### src/rtl/dec_conv_pkg.sv
package dec_conv_pkg;
   localparam logic [3:0] ZONE_ASCII  = 4'h3;
   localparam logic [3:0] ZONE_EBCDIC = 4'hF;
   localparam logic [3:0] SIGN_PLUS   = 4'hC;
   localparam logic [3:0] SIGN_MINUS  = 4'hD;
   localparam logic [3:0] DIGIT_MAX   = 4'h9;
   localparam logic [3:0] SIGN_MIN    = 4'hA;

   typedef enum logic {CONV_PACK = 1'b0, CONV_UNPACK = 1'b1} conv_dir_e;

   function automatic logic nib_is_digit(input logic [3:0] n);
      return n <= DIGIT_MAX;
   endfunction
endpackage

### src/rtl/dec_sign_unit.sv
module dec_sign_unit
   import dec_conv_pkg::*;
(
   input  logic [3:0] code,
   output logic       legal,
   output logic [3:0] canon
);
   always_comb begin
      legal = code >= SIGN_MIN;
      canon = (code == 4'hB || code == 4'hD) ? SIGN_MINUS : SIGN_PLUS;
   end
endmodule

### src/rtl/dec_step_ctrl.sv
module dec_step_ctrl #(
   parameter int SW = 6
) (
   input  logic          clk,
   input  logic          rst_n,
   input  logic          launch,
   input  logic [SW-1:0] total,
   output logic          busy,
   output logic [SW-1:0] step,
   output logic          last
);
   assign last = busy && (step == total - SW'(1));

   always_ff @(posedge clk or negedge rst_n) begin
      if (!rst_n) begin
         busy <= 1'b0;
         step <= '0;
      end else if (launch) begin
         busy <= 1'b1;
         step <= '0;
      end else if (busy) begin
         if (last) busy <= 1'b0;
         else      step <= step + SW'(1);
      end
   end
endmodule

### src/rtl/dec_field_conv.sv
module dec_field_conv
   import dec_conv_pkg::*;
#(
   parameter int MAX_LEN = 16,
   localparam int LW = $clog2(MAX_LEN + 1),
   localparam int SW = $clog2(2 * MAX_LEN + 1)
) (
   input  logic          clk,
   input  logic          rst_n,
   input  logic          start,
   input  logic          op_unpack,
   input  logic          ascii_mode,
   input  logic [LW-1:0] src_len,
   input  logic [LW-1:0] dst_len,
   input  logic [7:0]    in_byte,
   output logic          in_req,
   output logic          out_valid,
   output logic [7:0]    out_byte,
   output logic          busy,
   output logic          done,
   output logic          dexc
);
   generate
      if (MAX_LEN < 1) begin : g_len_bad
         $error("dec_field_conv: MAX_LEN must be at least 1");
      end
   endgenerate

   conv_dir_e     dir_q;
   logic          ascii_q;
   logic [LW-1:0] src_q, dst_q;
   logic [SW-1:0] src_w, dst_w, total, step, half, pk_span, up_span;
   logic          launch, last, rd_now;
   logic [3:0]    held_q, held_nx, dig, zone, sign_code, sign_canon;
   logic          sign_legal, bad, out_en;
   logic [7:0]    out_nx;

   function automatic logic [LW-1:0] clamp_len(input logic [LW-1:0] l);
      if (l == '0)                        return LW'(1);
      else if (32'(l) > MAX_LEN)          return LW'(MAX_LEN);
      else                                return l;
   endfunction

   assign launch  = start && !busy;
   assign src_w   = SW'(src_q);
   assign dst_w   = SW'(dst_q);
   assign pk_span = (dst_w << 1) - SW'(1);
   assign up_span = (src_w << 1) - SW'(1);
   assign total   = (dir_q == CONV_PACK) ? ((src_w > pk_span) ? src_w : pk_span)
                                         : ((dst_w > up_span) ? dst_w : up_span);
   assign half    = (step + SW'(1)) >> 1;
   assign zone    = ascii_q ? ZONE_ASCII : ZONE_EBCDIC;

   always_ff @(posedge clk or negedge rst_n) begin
      if (!rst_n) begin
         dir_q   <= CONV_PACK;
         ascii_q <= 1'b0;
         src_q   <= LW'(1);
         dst_q   <= LW'(1);
      end else if (launch) begin
         dir_q   <= op_unpack ? CONV_UNPACK : CONV_PACK;
         ascii_q <= ascii_mode;
         src_q   <= clamp_len(src_len);
         dst_q   <= clamp_len(dst_len);
      end
   end

   dec_step_ctrl #(.SW(SW)) u_ctrl (
      .clk(clk), .rst_n(rst_n), .launch(launch), .total(total),
      .busy(busy), .step(step), .last(last)
   );

   assign sign_code = (dir_q == CONV_UNPACK) ? in_byte[3:0] : in_byte[7:4];

   dec_sign_unit u_sign (.code(sign_code), .legal(sign_legal), .canon(sign_canon));

   always_comb begin
      if (dir_q == CONV_PACK) rd_now = step < src_w;
      else                    rd_now = ((step == '0) || step[0]) && (half < src_w);
   end
   assign in_req = busy && rd_now;

   always_comb begin
      dig     = 4'h0;
      held_nx = held_q;
      out_en  = 1'b0;
      out_nx  = 8'h00;
      bad     = 1'b0;
      if (dir_q == CONV_PACK) begin
         dig = rd_now ? in_byte[3:0] : 4'h0;
         bad = (rd_now && !nib_is_digit(in_byte[3:0])) || ((step == '0) && !sign_legal);
         if (step[0]) begin
            held_nx = dig;
         end else if ((step >> 1) < dst_w) begin
            out_en = 1'b1;
            out_nx = {dig, (step == '0) ? sign_canon : held_q};
         end
      end else begin
         if (step == '0) begin
            dig = in_byte[7:4];
            bad = !nib_is_digit(in_byte[7:4]) || !sign_legal;
         end else if (step[0]) begin
            if (rd_now) begin
               dig     = in_byte[3:0];
               held_nx = in_byte[7:4];
               bad     = !nib_is_digit(in_byte[3:0]) || !nib_is_digit(in_byte[7:4]);
            end else begin
               dig     = 4'h0;
               held_nx = 4'h0;
            end
         end else begin
            dig = held_q;
         end
         if (step < dst_w) begin
            out_en = 1'b1;
            out_nx = {(step == '0) ? sign_canon : zone, dig};
         end
      end
   end

   always_ff @(posedge clk or negedge rst_n) begin
      if (!rst_n) begin
         held_q    <= 4'h0;
         out_valid <= 1'b0;
         out_byte  <= 8'h00;
         done      <= 1'b0;
         dexc      <= 1'b0;
      end else if (launch) begin
         held_q    <= 4'h0;
         out_valid <= 1'b0;
         done      <= 1'b0;
         dexc      <= 1'b0;
      end else if (busy) begin
         held_q    <= held_nx;
         out_valid <= out_en;
         if (out_en) out_byte <= out_nx;
         done      <= last;
         dexc      <= dexc | bad;
      end else begin
         out_valid <= 1'b0;
         done      <= 1'b0;
      end
   end
endmodule

### config.mk
export PLATFORM = sky130hd
export DESIGN_NAME = dec_field_conv
export DESIGN_NICKNAME = d
export VERILOG_FILES = /design/src/rtl/dec_conv_pkg.sv /design/src/rtl/dec_sign_unit.sv /design/src/rtl/dec_step_ctrl.sv /design/src/rtl/dec_field_conv.sv
export SDC_FILE = /design/constraint.sdc
export NUM_CORES = 1
export LEC_CHECK = 0
export ABC_AREA = 1
export BUFFER_PORTS_ARGS = -buffer_cell sky130_fd_sc_hd__buf_4
export CAP_MARGIN = 10
export CORE_UTILIZATION = 45
export DETAILED_ROUTE_END_ITERATION = 7
export PLACE_DENSITY_LB_ADDON = 0.15
export SLEW_MARGIN = 20
export SYNTH_ARGS = -nofsm -noshare
export SYNTH_HDL_FRONTEND = slang
export SYNTH_SLANG_ARGS = --single-unit
### constraint.sdc
create_clock -name clk -period 3.2 [get_ports clk]
set_input_delay 0.48 -clock clk [delete_from_list [all_inputs] [get_ports clk]]
set_output_delay 0.48 -clock clk [all_outputs]
set_load 0.005 [all_outputs]
==> results.cfg <==
[outcome]
status = finished, final reports clean

[floorplanning]
ioPinCount = 36
die-area_mm2 = 0.00733
core_area_mm2 = 0.00676
start_util_pct = 46.6
num_rows = 30
die_x_um = 85.6
die_y_um = 85.6

[layout]
antenna_cells = 0
postLayoutCoreUtil_pct = 57.2
layout_commonest_cell = nand2_1
fin_nets = 560
drive_gt1_share_pct = 25.7
layout_common_cells = 108 x nand2_1, 59 x inv_1, 58 x buf_4
syn_to_final_growth_pct = 22.8

[detailed_routing]
drc = 0
firstDrtPassIters = 5
vias = 3211
routedWlPerCell_um = 15.3
drtIter0Drc = 185
via_per_inst = 5.44
drt_wl_total_mm = 9.01
postRouteAntennaNets = 0

[logic_synthesis]
ys_ff_latch = 34
ys_types = 40
synth_warnings = 0
syn_avg_cell_area_um2 = 6.95
syn_inst = 453
synth_area_mm2 = 0.00315
synth_nets = 504
synth-seq-area-share_pct = 27.1

[clock_network]
htree_levels = 2
clock_latency_ps = 290
cts_tree = done
clk_pin_slew_ps = 70
clockRootBuffer = clkbuf_8
cts.sink_count = 34
clockBufferDepth = 2
cts_buffers = 5

[hold_path]
hold_path_class = input pin to async pin

[place]
gp_congestion = 0.892
place_hpwl_mm = 6.94
io_buffers = 35

[global_route]
grt_overflow = 0
grtUsageMet3_pct = 2.89
grtUsageMet1_pct = 31.5
grt_pass1_wl_mm = 15.2
grt_usage_pct = 26.3
use_met2_pct = 47.0
grt_most_used_layer = met2
grt_max_degree = 35
grt_pass1_vias = 3263
antenna_found_initial = 0

[sta]
fmax_mhz = 331
finalCritPeriodShare_pct = 94.3
slew_headroom_pct = 59.8
rsz0062_at_grt = yes
period_needed_ps = 3020
hold_viol = 0
setup_violations = 0
clock_skew_ps = 8.26
slew_violations = 0
tightest_slew_ps = 602

[setup_path]
cp_max_fo = 8
cpMostUsedCell = nand2_1
crit_path_top_delay_cell = dfstp_2
critical_path.startpoint = dst_q[0]
path_buf_inv = 3
crit_arrival_ps = 3240
r2r-start = dst_q[0]
path_delay_family = simple AND/OR/NAND/NOR gates
worst_setup_path_start_kind = flop
crit_required_ps = 3430
worstPathCellList = clkinvlp_4, nand3_2, xor2_2, inv_1, ha_4, nand2_1, inv_2, nand2_2, nand2_4, nand3_4, nand2_2, nand3_2, nand2_2, nand3_1, nand2_2, nand2_1, nand2_1, nand2_1, nor2_2, nand2_4, nand2_4, nand2_1, nand2_1
path_class = flop to flop
slowest_delay_ps = 560
cp-end-kind = flop

[flow_run]
drv_cap = 0
[layout make-up]
cell class / count / area (um^2)
fillers: 662 / 2890
repair buffers: 58 / 435
clock inverters: 1 / 5.00
clock buffers: 7 / 86.3
well taps: 80 / 100
flip-flops and latches: 34 / 856
inverters: 68 / 259
multi-input cells: 342 / 2120
[flip-flops by register name (all words and copies together) (netlist names)]
register and cells:
u_ctrl.step 6, u_ctrl.busy 1, out_byte 8, held_q 4, out_valid 1, src_q 5
done 1, dst_q 5, dir_q 1, ascii_q 1, dexc 1
[kinds of logic after synthesis]
logic type,Yosys count,synth area share (%)
xor gates and xnor gates,8,2.23
AOI/OAI and AO/OA,71,13.7
buffers and inverters,77,9.70
DFF,34,27.1
and+or+nand+nor,235,36.1
adders and majority gates,28,11.1
[repair_timing]
| action | CTS | global route |
|---|---|---|
| endpoints found under the hold margin | 0 | 0 |
| setup endpoints to repair | 0 | 9 |
| resized for setup | 0 | 34 |
| buffers inserted | 0 | 6 |
| hold buffers | 0 | 0 |
[cell usage after synthesis]
cell type	n	share of area, %
nand3_4	2	1.1
or2_2	5	0.99
nand2_2	7	1.4
xor2_1	6	1.7
nand3b_1	1	0.24
nor2_1	29	3.5
o21bai_1	3	0.72
nand4_1	20	4.0
buf_4	1	0.24
nor3_1	2	0.32
buf_2	4	0.64
o2111ai_1	1	0.28
xnor2_1	2	0.56
inv_2	6	0.72
o21a_1	2	0.48
dfrtp_1	32	25
nand3_2	3	0.95
o211ai_1	2	0.48
a21oi_1	22	3.5
o22ai_1	8	1.6
clkinv_1	1	0.12
a21oi_4	1	0.52
nor2_2	6	1.2
nand4_2	1	0.40
dfstp_2	2	1.7
a21boi_0	1	0.24
a31oi_1	2	0.40
clkbuf_1	3	0.36
nand3_1	35	5.6
o21ai_1	4	0.64
buf_6	1	0.36
a21boi_1	5	1.2
ha_1	28	11
inv_1	61	7.3
a2bb2oi_1	3	0.84
o21ai_0	16	2.5
nand2_1	119	14
nand3b_4	2	1.3
a2111oi_0	1	0.28
nand2_4	3	1.1
[per-stage QoR]
step	setup WS, ps	TNS, ps	hold WS (ps)	cells	instance area, um^2
6_report	182	0	129	590	3860
5_1_grt	-53.6	-205	161	590	3860
2_1_floorplan	425	0	184	453	3150
3_3_place_gp	131	0	458	576	3590
3_5_place_dp	47.0	0	460	576	3590
4_1_cts	23.4	0	145	584	3680
[layer usage]
| layer | up-vias | share of wire [%] |
|---|---|---|
| met5 | - | 0 |
| met2 | 76 | 51 |
| met1 | 1506 | 43 |
| met4 | 0 | 3.0 |
| met3 | 21 | 3.3 |
| li1 | 1608 | - |
[worst paths after layout]
path	to	slack [ps]	cells past startpoint
worst max-delay path	u_ctrl.step[2]	180	23
worst min-delay path	u_ctrl.busy	130	1
worst max register to register	u_ctrl.step[2]	180	23
worst min register to register	out_byte[5]	490	2
max in group asynchronous	dst_q[0]	2710	1
min in group clk	ascii_q	370	3
Power is not shown: default switching activity piles up to over one toggle a cycle in this logic, so the estimate is an artifact.
